File: src/rtl/spi_sck_pkg.sv
package spi_sck_pkg;

    localparam int MODE_W  = 32;
    localparam int FLD_W   = 4;
    localparam int CNT_W   = FLD_W + 2;

    // Field positions: a neighbouring register decodes these.
    localparam int POS_CPOL  = 31;
    localparam int POS_CPHA  = 30;
    localparam int POS_MSB   = 29;
    localparam int POS_DIV16 = 28;
    localparam int POS_PM    = 24;
    localparam int POS_CSLOW = 20;
    localparam int POS_LEN   = 16;
    localparam int POS_SETUP = 12;
    localparam int POS_HOLD  = 8;

    typedef struct packed {
        logic             cpol;
        logic             cpha;
        logic             msb;
        logic             div16;
        logic [FLD_W-1:0] pm;
        logic             cs_low;
        logic [FLD_W-1:0] len_m1;
        logic [FLD_W-1:0] setup;
        logic [FLD_W-1:0] hold;
    } mode_t;

    typedef enum logic [1:0] {
        ST_IDLE  = 2'd0,
        ST_SETUP = 2'd1,
        ST_BITS  = 2'd2,
        ST_HOLD  = 2'd3
    } seq_st_e;

    // Half periods spanned by a gap of f SCK periods.
    function automatic logic [CNT_W-1:0] gap_halves(logic [FLD_W-1:0] f);
        return {1'b0, f, 1'b0};
    endfunction

    // Half periods spanned by a character of len_m1+1 bits.
    function automatic logic [CNT_W-1:0] bit_halves(logic [FLD_W-1:0] len_m1);
        logic [FLD_W:0] nb;
        nb = {1'b0, len_m1} + 1'b1;
        return {nb, 1'b0};
    endfunction

endpackage

File: src/rtl/spi_mode_decode.sv
module spi_mode_decode
    import spi_sck_pkg::*;
(
    input  logic [MODE_W-1:0] mode_word,
    output mode_t             cfg
);
    logic unused_bits;
    assign unused_bits = ^{mode_word[23:21], mode_word[7:0]};

    always_comb begin
        cfg.cpol   = mode_word[POS_CPOL];
        cfg.cpha   = mode_word[POS_CPHA];
        cfg.msb    = mode_word[POS_MSB];
        cfg.div16  = mode_word[POS_DIV16];
        cfg.pm     = mode_word[POS_PM    +: FLD_W];
        cfg.cs_low = mode_word[POS_CSLOW];
        cfg.len_m1 = mode_word[POS_LEN   +: FLD_W];
        cfg.setup  = mode_word[POS_SETUP +: FLD_W];
        cfg.hold   = mode_word[POS_HOLD  +: FLD_W];
    end
endmodule

File: src/rtl/spi_sck_prescaler.sv
module spi_sck_prescaler #(
    parameter int PM_W = 4
) (
    input  logic            clk,
    input  logic            rst_n,
    input  logic            run,
    input  logic [PM_W-1:0] pm,
    input  logic            div16,
    output logic            tick
);
    localparam int FAST_SHIFT = 1;
    localparam int SLOW_SHIFT = FAST_SHIFT + 4;
    localparam int DIV_W      = PM_W + SLOW_SHIFT + 1;

    logic [DIV_W-1:0] cnt_d, cnt_q;
    logic [DIV_W-1:0] base, limit;

    always_comb begin
        base  = DIV_W'(pm) + DIV_W'(1);
        limit = div16 ? (base << SLOW_SHIFT) - DIV_W'(1)
                      : (base << FAST_SHIFT) - DIV_W'(1);
        tick  = run && (cnt_q == limit);
        cnt_d = cnt_q;
        if (!run)
            cnt_d = '0;
        else if (cnt_q == limit)
            cnt_d = '0;
        else
            cnt_d = cnt_q + DIV_W'(1);
    end

    always_ff @(posedge clk or negedge rst_n) begin
        if (!rst_n) cnt_q <= '0;
        else        cnt_q <= cnt_d;
    end

    assert_div_in_range_R2: assert property (@(posedge clk) disable iff (!rst_n)
        run |-> cnt_q <= limit);
    assert_div_wrap_R2: assert property (@(posedge clk) disable iff (!rst_n)
        tick |=> cnt_q == '0);
endmodule

File: src/rtl/spi_frame_seq.sv
module spi_frame_seq
    import spi_sck_pkg::*;
(
    input  logic  clk,
    input  logic  rst_n,
    input  logic  start,
    input  mode_t cfg_live,
    input  logic  tick,
    output mode_t cfg_cur,
    output logic  busy,
    output logic  tog,
    output logic  sample_stb,
    output logic  shift_stb,
    output logic  done
);
    typedef struct packed {
        seq_st_e          st;
        logic [CNT_W-1:0] hcnt;
        logic             tog;
        logic             smp;
        logic             sft;
        logic             done;
        mode_t            cfg;
    } seq_t;

    seq_t q, d;
    logic lead, last;

    always_comb begin
        d      = q;
        d.smp  = 1'b0;
        d.sft  = 1'b0;
        d.done = 1'b0;
        lead   = !q.tog;
        last   = (q.hcnt == CNT_W'(1));
        case (q.st)
            ST_IDLE: begin
                d.tog = 1'b0;
                if (start) begin
                    d.cfg = cfg_live;
                    if (cfg_live.setup != '0) begin
                        d.st   = ST_SETUP;
                        d.hcnt = gap_halves(cfg_live.setup);
                    end else begin
                        d.st   = ST_BITS;
                        d.hcnt = bit_halves(cfg_live.len_m1);
                    end
                end
            end
            ST_SETUP: begin
                if (tick) begin
                    if (last) begin
                        d.st   = ST_BITS;
                        d.hcnt = bit_halves(q.cfg.len_m1);
                    end else begin
                        d.hcnt = q.hcnt - CNT_W'(1);
                    end
                end
            end
            ST_BITS: begin
                if (tick) begin
                    d.tog = !q.tog;
                    d.smp = q.cfg.cpha ? !lead : lead;
                    d.sft = q.cfg.cpha ? lead : (!lead && !last);
                    if (last) begin
                        if (q.cfg.hold != '0) begin
                            d.st   = ST_HOLD;
                            d.hcnt = gap_halves(q.cfg.hold);
                        end else begin
                            d.st   = ST_IDLE;
                            d.done = 1'b1;
                        end
                    end else begin
                        d.hcnt = q.hcnt - CNT_W'(1);
                    end
                end
            end
            default: begin
                if (tick) begin
                    if (last) begin
                        d.st   = ST_IDLE;
                        d.done = 1'b1;
                    end else begin
                        d.hcnt = q.hcnt - CNT_W'(1);
                    end
                end
            end
        endcase
    end

    always_ff @(posedge clk or negedge rst_n) begin
        if (!rst_n) q <= '{st: ST_IDLE, default: '0};
        else        q <= d;
    end

    assign cfg_cur    = q.cfg;
    assign busy       = (q.st != ST_IDLE);
    assign tog        = q.tog;
    assign sample_stb = q.smp;
    assign shift_stb  = q.sft;
    assign done       = q.done;

    assert_cfg_frozen_R7: assert property (@(posedge clk) disable iff (!rst_n)
        (q.st != ST_IDLE) |=> (q.st == ST_IDLE || $stable(q.cfg)));
    assert_idle_level_R3: assert property (@(posedge clk) disable iff (!rst_n)
        (q.st != ST_BITS) |-> !q.tog);
    assert_strobe_on_tick_R5: assert property (@(posedge clk) disable iff (!rst_n)
        (q.smp || q.sft) |-> $past(tick));
    assert_done_after_frame_R9: assert property (@(posedge clk) disable iff (!rst_n)
        q.done |-> (q.st == ST_IDLE && $past(q.st) != ST_IDLE));
    assert_start_opens_R7: assert property (@(posedge clk) disable iff (!rst_n)
        (q.st == ST_IDLE && start) |=> q.st != ST_IDLE);
endmodule

File: src/rtl/spi_sck_framer.sv
module spi_sck_framer
    import spi_sck_pkg::*;
(
    input  logic                 clk,
    input  logic                 rst_n,
    input  logic [MODE_W-1:0]    mode_word,
    input  logic                 start,
    output logic                 sck,
    output logic                 cs_level,
    output logic                 frame_active,
    output logic                 sample_stb,
    output logic                 shift_stb,
    output logic                 frame_done,
    output logic                 msb_first,
    output logic [FLD_W-1:0]     char_len_m1,
    output logic                 order_bad
);
    mode_t cfg_live, cfg_cur;
    logic  busy, tog, tick;

    spi_mode_decode u_dec (
        .mode_word (mode_word),
        .cfg       (cfg_live)
    );

    spi_sck_prescaler #(.PM_W(FLD_W)) u_pre (
        .clk   (clk),
        .rst_n (rst_n),
        .run   (busy),
        .pm    (cfg_cur.pm),
        .div16 (cfg_cur.div16),
        .tick  (tick)
    );

    spi_frame_seq u_seq (
        .clk        (clk),
        .rst_n      (rst_n),
        .start      (start),
        .cfg_live   (cfg_live),
        .tick       (tick),
        .cfg_cur    (cfg_cur),
        .busy       (busy),
        .tog        (tog),
        .sample_stb (sample_stb),
        .shift_stb  (shift_stb),
        .done       (frame_done)
    );

    always_comb begin
        sck          = busy ? (cfg_cur.cpol ^ tog) : cfg_live.cpol;
        cs_level     = busy ? !cfg_cur.cs_low : cfg_live.cs_low;
        frame_active = busy;
        msb_first    = cfg_cur.msb;
        char_len_m1  = cfg_cur.len_m1;
        order_bad    = busy && cfg_cur.msb &&
                       !(cfg_cur.len_m1 == FLD_W'(7) || cfg_cur.len_m1 == FLD_W'(15));
    end

    assert_done_not_busy_R9: assert property (@(posedge clk) disable iff (!rst_n)
        frame_done |-> !frame_active);
endmodule

File: config.mk
export PLATFORM = sky130hd
export DESIGN_NAME = spi_sck_framer
export DESIGN_NICKNAME = d
export VERILOG_FILES = /design/src/rtl/spi_sck_pkg.sv /design/src/rtl/spi_mode_decode.sv /design/src/rtl/spi_sck_prescaler.sv /design/src/rtl/spi_frame_seq.sv /design/src/rtl/spi_sck_framer.sv
export SDC_FILE = /design/constraint.sdc
export NUM_CORES = 1
export LEC_CHECK = 0
export ABC_CLOCK_PERIOD_IN_PS = 3000
export BUFFER_PORTS_ARGS = -buffer_cell sky130_fd_sc_hd__buf_2
export CORE_MARGIN = 2
export CORE_UTILIZATION = 38
export CTS_CLUSTER_DIAMETER = 30
export DETAILED_ROUTE_END_ITERATION = 6
export GPL_TIMING_DRIVEN = 0
export PLACE_DENSITY_LB_ADDON = 0.2
export SYNTH_ARGS = -nofsm -noshare
export SYNTH_HDL_FRONTEND = slang
export SYNTH_SLANG_ARGS = --single-unit
File: constraint.sdc
create_clock -name clk -period 3 [get_ports clk]
set_clock_uncertainty 0.15 [all_clocks]
set_input_delay 0.15 -clock clk [delete_from_list [all_inputs] [get_ports clk]]
set_output_delay 0.15 -clock clk [all_outputs]
set_load 0.01 [all_outputs]
=== After elaboration in Yosys (flattened, before gate mapping) ===
Index checks and enable logic that the tools add are counted.

* Flip-flop bits (word level): 39
* Output and inout port bits: 12
* Word-level logic and storage cells: 85

* Reduce and logical (&&, ||, !) cells: 21
* Muxes and demuxes: 28
* Equality and inequality tests: 13
* $add $sub $neg: 7
* Bitwise gates (word level): 1

{| class="wikitable"
|+ Operator list
! operator !! number
|-
| two-way mux 8 bit || 4
|-
| two-way mux 10 bit || 3
|-
| two-way mux 6 bit || 4
|-
| one-hot mux 8 bit (3 select lines) || 1
|-
| subtractor 10 x 1 -> 10 bit (second input constant) || 2
|-
| adder 4 x 1 -> 5 bit (second input constant) || 3
|-
| two-way mux 12 bit || 1
|-
| adder 10 x 1 -> 10 bit (second input constant) || 1
|-
| == test 10 bit || 1
|-
| two-way mux 2 bit || 5
|-
| two-way mux 1 bit || 8
|-
| nonzero test 2 bit || 4
|-
| nonzero test 4 bit || 2
|-
| AND reduction 7 bit || 1
|-
| == test 6 x 1 -> 1 bit (second input constant) || 1
|-
| != test 2 bit (second input constant) || 3
|-
| AND reduction 6 bit || 1
|-
| subtractor 6 x 1 -> 6 bit (second input constant) || 1
|-
| == test 4 x 3 -> 1 bit (second input constant) || 1
|-
| == test 4 bit (second input constant) || 1
|-
| logical AND 1 bit || 4
|-
| zero test 1 bit || 4
|-
| != test 2 x 1 -> 1 bit (second input constant) || 2
|-
| != test 4 bit (second input constant) || 1
|-
| other kinds (9) || 11
|}

=== Logic depth before layout (Yosys ltp) ===
Gate-level depths: netlist of the first run.

* Word-level depth: 7
* Depth in mapped cells: 15
* Mapped depth without buffers: 13

=== Modules after synthesis ===
Synthesis of the first run repeated with hierarchy kept, for this count alone.

* Cell total of the unflattened synthesis: 351
* Area, all modules: 3274.4 um^2

{| class="wikitable"
|+ By module, submodules not included
! module !! area an instance (um^2) !! instances !! cells an instance
|-
| spi_frame_seq || 1965.6 || 1 || 190
|-
| spi_sck_prescaler || 1109.8 || 1 || 133
|-
| spi_mode_decode || 157.7 || 1 || 21
|-
| spi_sck_framer || 41.3 || 1 || 7
|}

=== Least setup slack after synthesis of the first run ===
Ideal clock, no wire load.

* Path type: flip-flop to flip-flop
* From: reg u_seq.q, in the netlist u_seq.cfg_cur[14]
* To: reg u_seq.q, in the netlist u_seq.tog
* Buffers on the path: 0
* Path slack: -126 ps
* Cell stages (with the launch flop): 14
* Required time: 2729 ps
* Library setup time: 121 ps
* Arrival time: 2855 ps
* Clock period less this slack: 3126 ps
* Path through: dfrtp_1 ha_1 and2_1 a21oi_1 nor2_1 ha_1 nor3b_1 a21o_1 a31oi_1 nor4_2 o2111ai_2 nor3_4 mux2_2 a22o_1

* Longest elaborated chain between the ends: 7

{| class="wikitable"
|+ RTL lines
! item !! RTL line !! source
|-
| start, declared || spi_frame_seq.sv:26 || <nowiki>seq_t q, d;</nowiki>
|-
| start signal, assigned || spi_frame_seq.sv:92 || <nowiki>if (!rst_n) q <= '{st: ST_IDLE, default: '0};</nowiki>
|-
| start signal, assigned || spi_frame_seq.sv:93 || <nowiki>else q <= d;</nowiki>
|-
| adder 4 x 1 -> 5 bit (*) || spi_sck_prescaler.sv:19 || <nowiki>base = DIV_W'(pm) + DIV_W'(1);</nowiki>
|-
| subtractor 10 x 1 -> 10 bit (on tied branches) || spi_sck_prescaler.sv:21, spi_sck_prescaler.sv:20 ||
|-
| two-way mux 10 bit (*) || spi_sck_prescaler.sv:20 || <nowiki>limit = div16 ? (base << SLOW_SHIFT) - DIV_W'(1)</nowiki>
|-
| == test 10 bit (*) || spi_sck_prescaler.sv:22 || <nowiki>tick = run && (cnt_q == limit);</nowiki>
|-
| logical AND 1 bit (*) || spi_sck_prescaler.sv:22 ||
|-
| != test 2 bit (no line) (*) || n/a ||
|-
| AND reduction 2 bit (no line) (*) || n/a ||
|}

Every way passes the cells marked *; elsewhere a longest branch is shown, timed or not.
A chain may end at the register's enable or synchronous reset.

=== Worst setup path in the final report of the first run ===
* From: reg u_seq.q, in the netlist u_seq.cfg_cur[13]
* To: reg u_seq.q[29] (netlist name)

* Longest elaborated chain between the ends: 7

{| class="wikitable"
|+ RTL lines
! item !! RTL line
|-
| adder 4 x 1 -> 5 bit (*) || spi_sck_prescaler.sv:19
|-
| subtractor 10 x 1 -> 10 bit (on tied branches) || spi_sck_prescaler.sv:21, spi_sck_prescaler.sv:20
|-
| two-way mux 10 bit (*) || spi_sck_prescaler.sv:20
|-
| == test 10 bit (*) || spi_sck_prescaler.sv:22
|-
| logical AND 1 bit (*) || spi_sck_prescaler.sv:22
|-
| != test 2 bit (no line) or nonzero test 2 bit (tied branches) || n/a
|-
| AND reduction 6 bit (no line) (*) || n/a
|}

Marked as above.

==> results of run 1 <==
[where the power goes]
group / switching [mW] / internal [mW] / total [mW]
sequential: 0.220 / 0.724 / 0.944
combinational: 1.00 / 0.946 / 1.95
clock: 0.219 / 0.167 / 0.386
total: 1.44 / 1.84 / 3.28
[per-stage QoR]
stage	utilization [%]	hold WS, ps	cell area (µm²)	TNS (ps)	setup WS, ps
2_1_floorplan	-	-296	2750	-9.15	-9.15
3_3_place_gp	44.3	187	3040	-5260	-310
3_5_place_dp	44.3	189	3040	-4930	-306
4_1_cts	51.2	126	3510	-1870	-194
5_1_grt	52.6	205	3620	-6270	-370
6_report	52.6	130	3620	-1380	-147
[worst max-delay path, delay by kind of cell (launching register included)]
family,cells,cell delay [ps]
compound gates,6,840
fa+ha+maj,2,500
buf+inv,4,550
flops,1,460
simple gates,4,540
[flip-flops by register name, indices dropped and copies added (netlist names)]
register          count
u_seq.cfg_cur        17
u_seq.tog             1
u_seq.q               8
u_pre.cnt_q          10
u_seq.done            1
u_seq.shift_stb       1
u_seq.sample_stb      1
[per-layer routing]
metal | wire length, µm | vias to the layer above
li1 | - | 1216
met3 | 395 | 4
met1 | 3490 | 1198
met5 | 0 | -
met4 | 70 | 0
met2 | 3390 | 94
[layout make-up]
type | instances | area [µm²]
fill | 633 | 3250
tap | 96 | 120
buffer | 21 | 128
inverter | 13 | 48.8
sequential | 39 | 980
timing repair buffer | 71 | 498
clock buffer | 5 | 68.8
clock inverter | 3 | 23.8
multi-input combinational | 224 | 1750
[logic make-up after synthesis]
family / synth area share, %
buf+inv: 6.12
compound gates: 17.5
simple gates: 19.8
fa+ha+maj: 3.68
mux: 8.47
xor+xnor: 8.51
flops: 35.9
[synthesized netlist by cell type, types with 4 or more instances]
| cell | instances |
|---|---|
| a31oi_1 | 8 |
| nand2_1 | 19 |
| buf_4 | 5 |
| mux2_2 | 16 |
| ha_1 | 8 |
| xnor2_1 | 13 |
| xor2_1 | 9 |
| and2_1 | 4 |
| nor2_1 | 32 |
| nand3_1 | 12 |
| and3_1 | 7 |
| a21o_1 | 4 |
| buf_2 | 6 |
| inv_1 | 13 |
| nor3_1 | 4 |
| nand2b_1 | 4 |
| mux2i_1 | 5 |
| o21ai_0 | 9 |
| a21oi_1 | 17 |
| clkbuf_1 | 8 |
| nor2b_1 | 5 |
| dfrtp_1 | 39 |
[timing repair]
action | CTS | global route
buffers inserted | 14 | 3
hold buffers | 18 | 0
gates cloned | 1 | 0
resized for setup | 20 | 14
setup endpoints to repair | 22 | 22
hold endpoints to repair | 56 | 0
pin swaps | 20 | 7
[final timing paths]
path	to	depth (start not counted)	slack [ps]	startpoint
max	u_seq.q[29]	16	-150	u_seq.cfg_cur[13]
min	u_seq.q[31]	4	130	mode_word[14]
max reg2reg	u_seq.q[29]	16	-150	u_seq.cfg_cur[13]
min reg2reg	u_seq.cfg_cur[12]	1	360	u_seq.cfg_cur[12]
max in group asynchronous	u_seq.cfg_cur[14]	2	1730	rst_n
min in group asynchronous	u_seq.tog	2	360	rst_n
==> impl_metrics.toml, run 1 <==
[outcome]
status = "finished, violations left"
violations = "negative setup slack"

[route]
vias_per_cell = 5.32
drt-total-wl_um = 7350
postRouteAntennaNets = 0
detail_route.iter0.violations = 243
drc = 0
via_count = 2512
drt-pass1-iter-count = 5
wl_per_cell_um = 15.6

[worst_setup_path]
critical_path_class = "reg -> reg"
slowest_stage = "dfrtp_2"
critPathLaunchType = "flop"
worst_ep_required_time_ps = 3030
slowest_delay_ps = 460
critPathCaptureType = "flop"
cp_cell_sequence = "ha_4 -> and2_4 -> a21oi_2 -> nor2_1 -> ha_1 -> inv_2 -> buf_4 -> a21o_1 -> a31oi_2 -> nor4_2 -> o2111ai_2 -> buf_4 -> o31ai_4 -> buf_6 -> and2_4 -> a31oi_4"
cp.arrival_ps = 3180
cp_max_fo = 7

[synthesis]
synth-warning-count = 0
ys_top_cells_by_area = "dfrtp_1, mux2_2, nor2_1"
ys.flop_type = "dfrtp_1"
yosysTopAreaCellShare_pct = 35.9
synth_cell_types = 58
synth-seq-cells = 39
synth_cells = 298
synth_top_area_cell = "dfrtp_1"
synthesis.area_mm2 = 0.00272
yosysSeqAreaShare_pct = 35.9
async_flop_share_pct = 100
synth_edf_count = 0
synth_area_per_cell_um2 = 9.12
syn-num-nets = 341

[grt]
overflow = 0
antenna_found_initial = 0
grt.total_usage_pct = 19.9
gr-usage-met2_pct = 30.2
top_usage_layer = "met2"
grt_max_degree = 40
grt_pass1_vias = 2424
grt_pass1_wl_um = 12100
gr-usage-met1_pct = 29.2
grtUsageMet3_pct = 3.64

[clocking]
cts_tree = "yes"
cts-buffers-inserted = 5
clk_path_buf_depth = 2
insertion_delay_ps = 300
cts.sink_count = 39
cts-root-buf = "clkbuf_8"
htree_levels = 2
clk_pin_slew_ps = 90

[worst_hold_path]
hp-class = "in -> reg"

[power]
ir_worst_vdd_uv = 466
leakage_nw = 1.59
power_mw = 3.28
p_per_area_mw_per_mm2 = 906

[die]
initial_core_util_pct = 39.6
coreArea_mm2 = 0.00687
ioPinCount = 47
die_h_um = 88.6
dieArea_mm2 = 0.00785
die_w_um = 88.6
rows = 30

[sta]
layout_setup_ws_ps = -147
rsz0062_at_grt = "yes"
worst_slew_pin_slew_ps = 969
maxSlewViolCount = 0
fin_crit_sh_pct = 105
setup_violations = 19
max_freq_ghz = 0.318
slew_headroom_pct = 34.8
post-route-min-period_ps = 3150
hold_viol = 0

[place]
port_buffers = 35
gp_congestion = 0.900
dp_hpwl_um = 4760
placed_cells = 429

[cells_and_area]
final_cell_mix = "buf_2, dfrtp_1, nor2_1"
layout.cells.non_filler = 472
area_growth_pct = 33.0
drive_above_1_share_pct = 34.0
nets = 418
n_antenna_cell = 0
layout_commonest_cell = "buf_2"

[run]
max-cap-violations = 0
No activity file was read; power rests on OpenSTA's default activity.
==> run 2, diff against run 1 <==
--- a/config.mk
+++ b/config.mk
@@ -5,6 +5,7 @@
 export SDC_FILE = /design/constraint.sdc
 export NUM_CORES = 1
 export LEC_CHECK = 0
+export ABC_AREA = 1
 export ABC_CLOCK_PERIOD_IN_PS = 3000
 export BUFFER_PORTS_ARGS = -buffer_cell sky130_fd_sc_hd__buf_2
 export CORE_MARGIN = 2
@@ -13,6 +14,7 @@
 export DETAILED_ROUTE_END_ITERATION = 6
 export GPL_TIMING_DRIVEN = 0
 export PLACE_DENSITY_LB_ADDON = 0.2
+export SKIP_CTS_REPAIR_TIMING = 1
 export SYNTH_ARGS = -nofsm -noshare
 export SYNTH_HDL_FRONTEND = slang
 export SYNTH_SLANG_ARGS = --single-unit
==> run 2 against run 1 <==
Against the previous run:
- clock power is 9.3% lower
- die area is 3.3% lower
- via count is 0.20% lower
- non-clock buffer count is 28 lower
- the flow now finishes without violations
- total power is 72% lower
- cell area is 11% lower
- combinational power is 97% lower
- first-iteration DRC count is 64% lower
- routed wire length is 13% lower
==> impl_metrics.toml, run 2 <==
[route]
drc = 0
postRouteAntennaNets = 0
drt-pass1-iter-count = 4
vias_per_cell = 4.94
wl_per_cell_um = 12.6
via_count = 2507
drt-total-wl_um = 6360
detail_route.iter0.violations = 88

[synthesis]
syn-num-nets = 406
ys.flop_type = "dfrtp_1"
ys_top_cells_by_area = "dfrtp_1, nand2_1, nand3_1"
synth.most_common_cell = "nand2_1"
synth-warning-count = 0
yosysTopAreaCellShare_pct = 37.2
async_flop_share_pct = 100
synth_cells = 363
synthesis.area_mm2 = 0.00263
synth_cell_types = 30
synth_edf_count = 0
yosysSeqAreaShare_pct = 37.2
synth_top_area_cell = "dfrtp_1"
synth_commonest_cells = "nand2_1, nor2_1, nand3_1"
synth_area_per_cell_um2 = 7.23
synth-seq-cells = 39

[clocking]
cts-buffers-inserted = 5
cts-root-buf = "clkbuf_8"
clk_pin_slew_ps = 80
htree_levels = 2
insertion_delay_ps = 290
cts.sink_count = 39
cts_tree = "yes"
clk_path_buf_depth = 2

[cells_and_area]
nets = 469
layout_commonest_cell = "nand2_1"
final_cell_mix = "nand2_1, nor2_1, nand3_1, dfrtp_1, buf_2"
final_core_util_pct = 47.7
n_antenna_cell = 0
drive_above_1_share_pct = 22.2
largest_register_ffs = 17
nFillCells = 697
area_growth_pct = 22.7

[sta]
post-route-min-period_ps = 2800
tns_ps = 0
worst_slew_pin_slew_ps = 864
rsz0062_at_grt = "no"
max_freq_ghz = 0.357
fin_crit_sh_pct = 93.4
setup_violations = 0
hold_viol = 0
maxSlewViolCount = 0
slew_headroom_pct = 42.4

[place]
gp_congestion = 0.849
port_buffers = 35
dp_hpwl_um = 4710

[worst_hold_path]
min_from = "mode_word[19]"
whs_endpoint = "u_seq.cfg_cur[11]"
worst_hold_path.num_cells = 3
hp-class = "in -> reg"

[worst_setup_path]
r2r_slack_ps = 200
rr_startpoint = "u_seq.cfg_cur[13]"
r2r_cells = 20
cp.arrival_ps = 2880
cp_max_fo = 6
r2r-end = "u_seq.q[30]"
critPathLaunchType = "flop"
critPathCaptureType = "flop"
worst_ep_required_time_ps = 3080
critical_path_class = "reg -> reg"

[die]
dieArea_mm2 = 0.00759
die_h_um = 87.1
die_w_um = 87.1
rows = 30
initial_core_util_pct = 38.9
ioPinCount = 47
coreArea_mm2 = 0.00676

[run]
max-cap-violations = 0

[grt]
grt_pass1_vias = 2322
grt_pass1_wl_um = 10400
grt.total_usage_pct = 17.4
antenna_found_initial = 0
overflow = 0
grt_max_degree = 40

[outcome]
status = "completed"

[power]
ir_worst_vdd_uv = 155
p_per_area_mw_per_mm2 = 287
leakage_nw = 1.64
==> run 2: cell families (layout without fill, tap and decap cells) <==
group | Yosys count | after routing | share of synthesized area, %
and+or+nand+nor | 214 | 215 | 36.7
buffers and inverters | 49 | 112 | 7.72
DFF | 39 | 39 | 37.2
AOI/OAI and AO/OA | 34 | 34 | 7.44
xor gates and xnor gates | 10 | 10 | 3.34
muxes | 9 | 9 | 3.86
adders and majority gates | 8 | 8 | 3.81
==> run 2: worst max path at each step <==
stage,from,to,depth (start not counted)
global route,u_seq.cfg_cur[13],u_seq.q[32],19
CTS,u_seq.cfg_cur[13],u_seq.q[29],20
finish,u_seq.cfg_cur[13],u_seq.q[30],20
floorplan,u_seq.cfg_cur[13],u_seq.q[26],20
detailed placement,u_seq.cfg_cur[13],u_seq.q[28],20
global placement,u_seq.cfg_cur[13],u_seq.q[29],20
==> run 2: stage by stage <==
step           power (mW)  hold slack (ps)  setup slack [ps]  cell area, µm²  std cells
2_1_floorplan       0.541             -296               347            2630        363
3_3_place_gp        0.571              186              49.1            2900        478
3_5_place_dp        0.571              190             0.989            2900        478
4_1_cts             0.925             -136             -29.5            2990        486
5_1_grt             0.970             8.74             0.678            3220        507
6_report            0.925             6.89               198            3220        507
==> run 2: final cells by class <==
class | instances | area (µm²) | share of cell area [%]
Buffer | 9 | 52.6 | 1.63
Clock inverter | 2 | 12.5 | 0.389
Timing Repair Buffer | 55 | 363 | 11.3
Clock buffer | 6 | 72.6 | 2.25
Sequential cell | 39 | 978 | 30.4
Tap cell | 80 | 100 | 3.11
Multi-Input combinational cell | 276 | 1490 | 46.3
Inverter | 40 | 150 | 4.66
==> run 2: worst max-delay path, stage by stage, from the launching register on <==
cell     delay, ps
dfrtp_2        460
ha_2           220
inv_1           80
nand2_2         80
nand3_2         90
nor2_1          50
ha_1           310
nand2_1         80
o21ai_0         90
nand2_1         60
nand2_1         60
nand2_1         60
nor2_2         110
nand3_2         90
nor2_4         190
nand2_4        100
nand2_8         90
nand3_4        110
nor2_1         140
nand2_1         60
nand2_1         50
==> run 2: routing by layer <==
layer | vias up | global-route usage (%) | part of all wire, %
li1 | 1304 | - | -
met1 | 1139 | 21.1 | 44
met3 | 12 | 3.41 | 4.0
met2 | 52 | 31.1 | 50
met5 | - | 0 | 0
met4 | 0 | 5.17 | 1.9
==> run 2: where the power goes <==
part	total [mW]	leakage (nW)	switching, mW	internal, mW
Combinational	0.0491	1.12	0.0229	0.0263
Sequential	0.525	0.482	0	0.525
Clock	0.350	0.0412	0.188	0.163
